[src/rtl/i2c_rsv_pkg.sv]
package i2c_rsv_pkg;

    typedef enum logic [2:0] {
        ST_FREE   = 3'd0,
        ST_BUSY   = 3'd1,
        ST_SLAVE  = 3'd2,
        ST_PEND   = 3'd3,
        ST_MASTER = 3'd4
    } rsv_state_t;

    typedef struct packed {
        logic start_req;
        logic rsv_en;
        logic start_det;
        logic stop_det;
        logic arb_lost;
        logic slave_hit;
        logic slv_release;
    } rsv_evt_t;

endpackage

[src/rtl/i2c_rsv_next.sv]
module i2c_rsv_next
    import i2c_rsv_pkg::*;
(
    input  rsv_state_t cur_i,
    input  rsv_evt_t   evt_i,
    output rsv_state_t nxt_o
);

    always_comb begin
        nxt_o = cur_i;
        unique case (cur_i)
            ST_FREE: begin
                if (evt_i.start_det) begin
                    nxt_o = (evt_i.start_req && evt_i.rsv_en) ? ST_PEND : ST_BUSY;
                end else if (evt_i.start_req) begin
                    nxt_o = ST_MASTER;
                end
            end
            ST_BUSY: begin
                if (evt_i.stop_det) begin
                    nxt_o = ST_FREE;
                end else if (evt_i.slave_hit) begin
                    nxt_o = ST_SLAVE;
                end else if (evt_i.start_req && evt_i.rsv_en) begin
                    nxt_o = ST_PEND;
                end
            end
            ST_SLAVE: begin
                if (evt_i.stop_det) begin
                    nxt_o = ST_FREE;
                end else if (evt_i.slv_release) begin
                    nxt_o = ST_BUSY;
                end
            end
            ST_PEND: begin
                if (evt_i.slave_hit) begin
                    nxt_o = ST_SLAVE;
                end else if (evt_i.arb_lost) begin
                    nxt_o = ST_BUSY;
                end else if (evt_i.stop_det) begin
                    nxt_o = ST_MASTER;
                end
            end
            ST_MASTER: begin
                if (evt_i.stop_det) begin
                    nxt_o = ST_FREE;
                end else if (evt_i.arb_lost) begin
                    nxt_o = evt_i.slave_hit ? ST_SLAVE : ST_BUSY;
                end
            end
            default: nxt_o = ST_FREE;
        endcase
    end

endmodule

[src/rtl/i2c_rsv_out.sv]
module i2c_rsv_out
    import i2c_rsv_pkg::*;
(
    input  logic       clk,
    input  logic       rst_n,
    input  rsv_state_t cur_i,
    input  rsv_state_t nxt_i,
    input  logic       addr_wr_i,
    input  logic       stop_det_i,
    input  logic       arb_lost_i,
    input  logic       slave_hit_i,
    input  logic       start_req_i,
    input  logic       rsv_en_i,
    output logic       start_gen_o,
    output logic       mst_o,
    output logic       rsv_pend_o,
    output logic       wr_valid_o
);

    always_ff @(posedge clk or negedge rst_n) begin
        if (!rst_n) begin
            start_gen_o <= 1'b0;
            mst_o       <= 1'b0;
            rsv_pend_o  <= 1'b0;
        end else begin
            start_gen_o <= (nxt_i == ST_MASTER) && (cur_i != ST_MASTER);
            mst_o       <= (nxt_i == ST_MASTER);
            rsv_pend_o  <= (nxt_i == ST_PEND);
        end
    end

    always_comb begin
        wr_valid_o = addr_wr_i && mst_o;
    end

    AST_GEN_WITH_MST: assert property (@(posedge clk) disable iff (!rst_n)
        start_gen_o |-> mst_o);
    AST_GEN_ONE_CYCLE: assert property (@(posedge clk) disable iff (!rst_n)
        start_gen_o |=> !start_gen_o);
    AST_PEND_EXCL_MST: assert property (@(posedge clk) disable iff (!rst_n)
        !(rsv_pend_o && mst_o));
    AST_PEND_NEEDS_EN: assert property (@(posedge clk) disable iff (!rst_n)
        $rose(rsv_pend_o) |-> $past(start_req_i && rsv_en_i));
    AST_STOP_FIRES: assert property (@(posedge clk) disable iff (!rst_n)
        (rsv_pend_o && stop_det_i && !arb_lost_i && !slave_hit_i) |=> (start_gen_o && !rsv_pend_o));
    AST_WR_ONLY_MST: assert property (@(posedge clk) disable iff (!rst_n)
        wr_valid_o |-> mst_o);
    AST_CANCEL_CLEAN: assert property (@(posedge clk) disable iff (!rst_n)
        (rsv_pend_o && (arb_lost_i || slave_hit_i)) |=> (!rsv_pend_o && !mst_o && !start_gen_o));
    AST_MST_DROP: assert property (@(posedge clk) disable iff (!rst_n)
        (mst_o && (stop_det_i || arb_lost_i)) |=> !mst_o);

endmodule

[src/rtl/i2c_start_rsv_ctrl.sv]
module i2c_start_rsv_ctrl
    import i2c_rsv_pkg::*;
(
    input  logic clk,
    input  logic rst_n,
    input  logic start_req_i,
    input  logic rsv_dis_i,
    input  logic start_det_i,
    input  logic stop_det_i,
    input  logic arb_lost_i,
    input  logic slave_hit_i,
    input  logic slv_release_i,
    input  logic addr_wr_i,
    output logic start_gen_o,
    output logic mst_o,
    output logic rsv_pend_o,
    output logic wr_valid_o
);

    rsv_state_t state_q;
    rsv_state_t state_d;
    rsv_evt_t   evt;

    always_comb begin
        evt.start_req   = start_req_i;
        evt.rsv_en      = !rsv_dis_i;
        evt.start_det   = start_det_i;
        evt.stop_det    = stop_det_i;
        evt.arb_lost    = arb_lost_i;
        evt.slave_hit   = slave_hit_i;
        evt.slv_release = slv_release_i;
    end

    i2c_rsv_next u_next (
        .cur_i (state_q),
        .evt_i (evt),
        .nxt_o (state_d)
    );

    always_ff @(posedge clk or negedge rst_n) begin
        if (!rst_n) begin
            state_q <= ST_FREE;
        end else begin
            state_q <= state_d;
        end
    end

    i2c_rsv_out u_out (
        .clk         (clk),
        .rst_n       (rst_n),
        .cur_i       (state_q),
        .nxt_i       (state_d),
        .addr_wr_i   (addr_wr_i),
        .stop_det_i  (stop_det_i),
        .arb_lost_i  (arb_lost_i),
        .slave_hit_i (slave_hit_i),
        .start_req_i (start_req_i),
        .rsv_en_i    (!rsv_dis_i),
        .start_gen_o (start_gen_o),
        .mst_o       (mst_o),
        .rsv_pend_o  (rsv_pend_o),
        .wr_valid_o  (wr_valid_o)
    );

    AST_SECOND_REQ_HOLD: assert property (@(posedge clk) disable iff (!rst_n)
        (state_q == ST_PEND && start_req_i && !stop_det_i && !arb_lost_i && !slave_hit_i)
        |=> (state_q == ST_PEND));
    AST_SLAVE_NO_RSV: assert property (@(posedge clk) disable iff (!rst_n)
        (state_q == ST_SLAVE && start_req_i) |=> !rsv_pend_o);

endmodule

[config.mk]
export PLATFORM = sky130hd
export DESIGN_NAME = i2c_start_rsv_ctrl
export DESIGN_NICKNAME = d
export VERILOG_FILES = /design/src/rtl/i2c_rsv_pkg.sv /design/src/rtl/i2c_rsv_next.sv /design/src/rtl/i2c_rsv_out.sv /design/src/rtl/i2c_start_rsv_ctrl.sv
export SDC_FILE = /design/constraint.sdc
export NUM_CORES = 1
export LEC_CHECK = 0
export ABC_CLOCK_PERIOD_IN_PS = 1400
export BUFFER_PORTS_ARGS = -buffer_cell sky130_fd_sc_hd__buf_2
export CAP_MARGIN = 10
export CORE_AREA = 2 2 39 41
export DETAILED_ROUTE_END_ITERATION = 6
export DIE_AREA = 0 0 41 43
export PLACE_DENSITY = 0.49
export SETUP_SLACK_MARGIN = 0.5
export SLEW_MARGIN = 20
export SYNTH_ARGS = -nofsm -noshare
export SYNTH_HDL_FRONTEND = slang
export SYNTH_SLANG_ARGS = --single-unit
[constraint.sdc]
create_clock -name clk -period 1.4 [get_ports clk]
set_input_delay 0.14 -clock clk [delete_from_list [all_inputs] [get_ports clk]]
set_output_delay 0.14 -clock clk [all_outputs]
set_load 0.02 [all_outputs]
== Word-level counts from Yosys, hierarchy flattened ==
Index checks and enable logic that the tools add are counted.
Storage, ports and cells
  register bits after elaboration: 6
  output and inout port bits: 4
  logic and storage cells: 31
  bits of input ports: 10
Cells by class
  equality and inequality tests: 7
  reduce and logical (&&, ||, !) cells: 5
  mux-type cells: 15
Operators by type and width (count)
  $mux 3: 12
  $pmux 3 s5: 1
  $eq 3x2->1 const B: 3
  $eq 3x3->1 const B: 2
  $mux 2: 2
  $eq 3x1->1 const B: 1
  $logic_and 1x1->1: 3
  $logic_not 3->1: 1
  $ne 3x3->1 const B: 1
  $logic_not 1->1: 1

== Logic depth before layout (Yosys ltp) ==
Gate-level depths: netlist of run 1.
  depth in word-level cells: 8
  mapped depth: 5
  gate-level depth less buffers: 4

== Hierarchy ==
From an unflattened synthesis of run 1, not the netlist that was laid out.
Unflattened totals
  cells, all modules: 37
  area total of the unflattened synthesis: 351.6 um^2
By module, submodules not included
  i2c_rsv_next: sequential area each 0.0 um^2, times used 1, cells an instance 24, area each 160.2 um^2
  i2c_rsv_out: sequential area each 75.1 um^2, times used 1, cells an instance 9, area each 112.6 um^2
  i2c_start_rsv_ctrl: sequential area each 75.1 um^2, times used 1, cells an instance 4, area each 78.8 um^2

== Least setup slack after synthesis of run 1 ==
OpenSTA, ideal clock, no wires.
  path type: register -> register
  start: register state_q[1]
  end: register u_out.rsv_pend_o
  data required time: 1281 ps
  setup time: 119 ps
  slack: 172 ps
  stages on the path, launching flop included: 6
  period minus slack after synthesis: 1228 ps
  data arrival time: 1109 ps
  path buffers: 1
  cells stage by stage: dfrtp_1 buf_4 and3b_2 a32oi_1 nand4_1 and2_1
On the way
  cells in the longest elaborated chain, start to end: 5
  elaborated cells between the ends (all ways): 19
  those cells by class: eq/ne: 5; mux: 13; reduce/logical: 1
Ends and longest elaborated chain
  start, declared: line i2c_start_rsv_ctrl.sv:20  | rsv_state_t state_q;
  start signal, assigned: line i2c_start_rsv_ctrl.sv:44  | state_q <= state_d;
  $mux 3 (on tied branches): line i2c_rsv_next.sv:40, i2c_rsv_next.sv:24
  $mux 3 (on tied branches): line i2c_rsv_next.sv:38, i2c_rsv_next.sv:22
  $mux 3 (on tied branches): line i2c_rsv_next.sv:36, i2c_rsv_next.sv:20
  $pmux 3 s5 (*): line i2c_rsv_next.sv:11  | unique case (cur_i)
  via state_d[1]: line i2c_start_rsv_ctrl.sv:21  | rsv_state_t state_d;
  $eq 3x2->1 (*): line i2c_rsv_out.sv:28  | rsv_pend_o <= (nxt_i == ST_PEND);
  end signal, assigned: line i2c_rsv_out.sv:28
  end, declared: line i2c_rsv_out.sv:16  | output logic rsv_pend_o,
Mark *: on every way through the listed nets, which the timed path passes. The rest lies on a longest branch.

== Worst setup path after layout of run 1 ==
Same ends and word-level chain as after synthesis.

==> metrics, run 1 <==
sequential share of the synthesized area=41.1%; Port Buffers=13; Slew Viols, Final=0; drt first pass iters=2; Area Overhead vs Synth=52.7%; yosys warns=0; via count=351; layout filler cell count=151; Setup CP Type=reg -> reg; chip height=43 um; maximum VDD drop=0.492 mV; number of global-route vias before repair=353; DRC=0; total power=0.000932 W; largest net degree at the start of global routing=8; htree depth=1; Gate Count Post-Synth=34; core area=1380 sq um; Seq cells post-synth=6; routed wire length=817 um; ANT nets after route=0; Initial Util=26.4%; layout cells sized above 1=57.4%; clk slew on worst S/H paths=0.05 ns; final setup violation count=0; Total Routing Usage GR=12.0%; final global-route overflow total=0; Slew @ Worst Pin=0.244 ns; Post-synth EDFFs=0; status=finished, final reports clean; TritonCTS clock tree=built; Routability Congestion=0.736; clock insertion delay at the later pin of the skew report=0.24 ns; DP Area=470 sq um; Root Driver=clkbuf_4; met2 Usage GRT=18.1%; Hold Crit Class=in -> reg; Die Area=1760 sq um; Post-synth top cells=dfrtp_1 (6), inv_1 (3), and2_1 (2), nand2b_1 (2); Clock Skew=0.00996 ns; Tcrit/Tclk final=90.0%; PD cells=1670 nW/um^2; crit path time final=1.26 ns; Via density=5.01; NumNets Final=65; Ant. Diodes=0; Synth Net Count=44; CTS sink cnt=6; hpwl dp=649 um; GRT met3 Usage=3.14%; Final Cell Area=558 sq um; nature of the critical path endpoint=register; CP Max Fanout=7; setup TNS=0 ns; # rows=14; worst endpoint required time=1.53 ns; worst hold path stage count=2; initial DRC count=5; RSZ-0062 raised after global routing=true; fmax=0.794 GHz; worst reg2reg path depth=4; chip width=41 um; area share of the largest cell type after synthesis=41.1%; WL/cell=11.7 um; Async SR Flop Fraction=100%; top area cells in the synthesized netlist=dfrtp_1 (41%), nor4b_4 (6.5%), and2_1 (3.4%); Max-Cap Viols=0; Num CTS Buffers=3; Max-slew headroom=83.7%; count of different cell masters after synthesis=25; Static Leak=0.246 nW; Synth area leader=dfrtp_1; Critical Path AT=1.39 ns; Synth Flop Type=dfrtp_1; synthesized area=365 sq um; average size of a mapped cell=10.7 sq um; crit start category=register; met1 Track Usage GR=14.0%; global-route wire length before repair=1450 um; Clock Tree Buf Depth=2; most frequent cell after synthesis=dfrtp_1; IO Pins=14; initial antenna violation count=0; Final Hold Fails=0; gr busiest metal=met2
-- placed cells by master, fill, tap and decap left out, types with 2 or more instances in the layout --
master and count:
clkbuf_4 3, nand2b_1 2, buf_2 9, buf_6 4, dfrtp_2 3, buf_4 3
dfrtp_1 3, inv_1 3
-- worst max-delay path: stages (launching register included) --
cell and delay [ns]:
dfrtp_2 0.45, and3b_2 0.24, a32oi_1 0.16, nand4_1 0.15
and2_1 0.16
-- sequential cells by signal (all words and copies together), names as in the netlist --
name / cells
state_q: 3
u_out.mst_o: 1
u_out.rsv_pend_o: 1
u_out.start_gen_o: 1
-- routing by layer --
layer	part of all wire, %	vias up
met5	0	-
met4	0	0
met3	6.9	0
met2	52	12
met1	41	170
li1	-	169
-- path summary, 6_finish.rpt --
kind                        startpoint                end  slack, ns
max                         state_q[1]   u_out.rsv_pend_o       0.14
min                        slave_hit_i         state_q[0]       0.13
max reg2reg                 state_q[1]   u_out.rsv_pend_o       0.14
min reg2reg                 state_q[2]         state_q[0]       0.60
max in group asynchronous        rst_n         state_q[1]       0.98
min in group asynchronous        rst_n  u_out.start_gen_o       0.25
-- cell type report --
type | instances | area (sq um) | share of cell area, %
repair buffers | 17 | 123 | 22.0
inverters | 3 | 11.3 | 2.02
clock buffers | 4 | 26.3 | 4.71
well taps | 16 | 20.0 | 3.59
flip-flops and latches | 6 | 154 | 27.6
multi-input cells | 24 | 224 | 40.1
-- metrics by stage --
stage          hold slack (ns)  instances  util (%)  worst slack [ns]
6_report                 0.129         70      40.3             0.140
5_1_grt                  0.143         70      40.3            0.0621
4_1_cts                  0.126         70      39.3             0.132
3_5_place_dp           -0.0316         64      34.0             0.104
3_3_place_gp           -0.0308         64      34.0            0.0753
2_1_floorplan           -0.156         34         -             0.202
-- kinds of logic (layout without fill, tap and decap cells) --
family                 count (synthesis)  after routing  synth area share [%]
AOI/OAI and AO/OA                     10             10                  22.6
buffers and inverters                  4             24                  5.14
DFF                                    6              6                  41.1
muxes                                  1              1                  2.74
and+or+nand+nor                       13             13                  28.4
-- repair_timing --
action / CTS / global route
buffers inserted: 1 / 0
hold buffers: 1 / 0
gates resized for setup: 10 / 3
hold endpoints to repair: 6 / 0
endpoints found under the setup margin: 9 / 10
pin swaps: 2 / 0
-- report_power, final --
| part | switching (W) | leakage, nW | internal [W] |
|---|---|---|---|
| Sequential | 0.0000999 | 0.0755 | 0.000243 |
| Combinational | 0.000174 | 0.155 | 0.000248 |
| Clock | 0.0000594 | 0.0150 | 0.000108 |
Note: power is estimated with default switching activity, not from simulation.
==> inputs of run 2 (changes only) <==
--- a/config.mk
+++ b/config.mk
@@ -5,13 +5,13 @@
 export SDC_FILE = /design/constraint.sdc
 export NUM_CORES = 1
 export LEC_CHECK = 0
-export ABC_CLOCK_PERIOD_IN_PS = 1400
+export ABC_CLOCK_PERIOD_IN_PS = 1150
 export BUFFER_PORTS_ARGS = -buffer_cell sky130_fd_sc_hd__buf_2
 export CAP_MARGIN = 10
 export CORE_AREA = 2 2 39 41
 export DETAILED_ROUTE_END_ITERATION = 6
 export DIE_AREA = 0 0 41 43
-export PLACE_DENSITY = 0.49
+export PLACE_DENSITY = 0.51
 export SETUP_SLACK_MARGIN = 0.5
 export SLEW_MARGIN = 20
 export SYNTH_ARGS = -nofsm -noshare
==> constraint.sdc (replaced) <==
create_clock -name clk -period 1.15 [get_ports clk]
set_input_delay 0.115 -clock clk [delete_from_list [all_inputs] [get_ports clk]]
set_output_delay 0.115 -clock clk [all_outputs]
set_load 0.02 [all_outputs]
==> run 2 against run 1 <==
  * The flow now finishes with violations (setup timing)
  * Utilization rose by 1.4 points
  * Global-route usage decreased by 0.30 points
  * Critical path depth stayed put
  * Sequential share of layout area is 0.68 points lower
  * Maximum frequency down 2.6%
  * Power rose by 27%
  * Critical path type unchanged
  * Largest cell class unchanged
==> metrics, run 2 (synthesis gave the netlist of run 1 again) <==
multi-input combinational cell area=234 sq um (was 224 sq um); Clock Skew=0.00619 ns (was 0.00996 ns); slowest stage delay, CP=0.46 ns (was 0.45 ns); crit path buf inv count=0 (unchanged); chip width=41 um (unchanged); Max-slew headroom=82.1% (was 83.7%); Slew Viols, Final=0 (unchanged); routed wire length=822 um (was 817 um); Tcrit/Tclk final=112% (was 90.0%); final global-route overflow total=0 (unchanged); register area=155 sq um (was 154 sq um); CP Max Fanout=7 (unchanged); register share of total power=35.3% (was 36.8%); Root Driver=clkbuf_4 (unchanged); via count=350 (was 351); switching share of power=36.1% (was 35.8%); Setup CP Type=reg -> reg (unchanged); CP top delay family=simple AND/OR/NAND/NOR gates (unchanged); Logic pwr share=48.4% (was 45.3%); Crit-path slowest cell=dfrtp_2 (unchanged); Final Hold Fails=0 (unchanged); Area Overhead vs Synth=57.9% (was 52.7%); Routability Congestion=0.816 (was 0.736); Most flops, register=state_q (unchanged); NumNets Final=66 (was 65); Critical Path AT=1.42 ns (was 1.39 ns); status=complete, but fails checks (was finished, final reports clean); CTS sink cnt=6 (unchanged); chip height=43 um (unchanged); crit path cell chain=and3b_2 -> a32oi_1 -> nand4_1 -> and2_1 (unchanged); layout filler cell count=135 (was 151); switching power=0.000427 W (was 0.000334 W); Static Leak=0.253 nW (was 0.246 nW); nature of the critical path endpoint=register (unchanged); number of global-route vias before repair=324 (was 353); clk slew on worst S/H paths=0.05 ns (about the same); core area=1380 sq um (unchanged); Max-Cap Viols=0 (unchanged); Clock Tree Buf Depth=2 (unchanged); Num CTS Buffers=3 (unchanged); Placed Cells=66 (was 64); fmax=0.773 GHz (was 0.794 GHz); total power=0.00118 W (was 0.000932 W); initial antenna violation count=0 (unchanged); Slew @ Worst Pin=0.267 ns (was 0.244 ns); worst endpoint required time=1.27 ns (was 1.53 ns); # rows=14 (unchanged); max reg flops=3 (unchanged); maximum VDD drop=0.703 mV (was 0.492 mV); crit path time final=1.29 ns (was 1.26 ns); largest net degree at the start of global routing=8 (unchanged); final cell count without fillers=70 (unchanged); clock network power share=16.3% (was 17.9%); IO Pins=14 (unchanged); Port Buffers=13 (unchanged); global-route wire length before repair=1390 um (was 1450 um); Via density=5.00 (was 5.01); PD cells=2050 nW/um^2 (was 1670 nW/um^2); hpwl dp=657 um (was 649 um); layout cells sized above 1=59.3% (was 57.4%); Hold Crit Class=in -> reg (unchanged); DRC=0 (unchanged); RSZ-0062 raised after global routing=true (unchanged); Ant. Diodes=0 (unchanged); r2r setup slk=-0.14 ns (was 0.14 ns); TritonCTS clock tree=built (unchanged); Total Routing Usage GR=11.7% (was 12.0%); clock insertion delay at the later pin of the skew report=0.24 ns (about the same); WL/cell=11.7 um (about the same); failing checks=setup timing; commonest non-fill, non-tap cell in the layout=buf_2 (unchanged); initial DRC count=6 (was 5); final setup violation count=3 (was 0); commonest non-fill, non-tap cells in the layout=buf_2 (9), buf_6 (5), dfrtp_2 (4) (was buf_2 (9), buf_6 (4)); ANT nets after route=0 (unchanged); Initial Util=26.4% (unchanged); htree depth=1 (unchanged); Internal=0.000757 W (was 0.000599 W); worst setup margin=-0.144 ns (was 0.140 ns); Die Area=1760 sq um (unchanged); Post-CTS Setup Repair Bufs=0 (was 1); drt first pass iters=4 (was 2); crit start category=register (unchanged)
==> run 2: changes by cell type in the layout (fill, tap and decap cells not counted) <==
cell | before | now
nor4b_2 | 1 | 0
o32ai_1 | 0 | 1
dfrtp_2 | 3 | 4
nor4_2 | 1 | 0
o32ai_2 | 1 | 0
nor4b_4 | 1 | 2
clkbuf_1 | 1 | 0
buf_6 | 4 | 5
dfrtp_1 | 3 | 2
nor4_4 | 0 | 1
==> run 2: worst reg2reg max path: cells and delay by family, from the launching register on <==
kind	cells	cell delay, ns
simple gates	3	0.57
flops	1	0.46
compound gates	1	0.15
==> run 2: through the flow <==
stage	hold slack [ns]	instance area, sq um	utilization [%]	TNS, ns	worst slack (ns)
after floorplan	-0.181	385	-	-0.0929	-0.0482
after global placement	-0.0551	489	35.4	-0.590	-0.226
after detailed placement	-0.0482	489	35.4	-0.481	-0.204
after CTS	0.120	577	41.7	-0.236	-0.136
after global routing	0.129	577	41.7	-0.549	-0.188
final	0.130	577	41.7	-0.239	-0.144
==> run 2: timing repair <==
action | CTS | global route
pin swaps | 2 | 0
hold endpoints to repair | 6 | 0
hold buffers | 1 | 0
setup endpoints to repair | 10 | 10
gates resized for setup | 14 | 0
==> run 2: cell type report <==
type                       instances  area share (%)
clock buffer                       3            3.90
inverter                           3            1.95
multi-input combinational         24            40.6
sequential                         6            26.9
tap                               16            3.47
timing repair buffer              18            23.2
==> run 2: power by group through the flow <==
stage               Clock, W  Sequential, W  Combinational (W)
global placement           0       0.000394           0.000485
global route        0.000219       0.000434           0.000623
detailed placement         0       0.000387           0.000481
floorplan                  0       0.000407           0.000290
finish              0.000193       0.000418           0.000573
CTS                 0.000206       0.000420           0.000577
==> run 2: path summary, 6_finish.rpt <==
path,from,endpoint,cells after the start
min in group asynchronous,rst_n,u_out.mst_o,2
min,slave_hit_i,state_q[0],2
max,state_q[2],u_out.rsv_pend_o,4
max in group asynchronous,rst_n,state_q[0],2
max reg2reg,state_q[2],u_out.rsv_pend_o,4
min reg2reg,state_q[1],u_out.start_gen_o,1
==> run 2: per-layer routing <==
| layer | vias up | part of all wire (%) | global-route usage (%) |
|---|---|---|---|
| met3 | 2 | 6.6 | 6.28 |
| met1 | 159 | 45 | 14.3 |
| met4 | 0 | 2.6 | 6.67 |
| met5 | - | 0 | 0 |
| met2 | 18 | 46 | 15.6 |
| li1 | 171 | - | - |
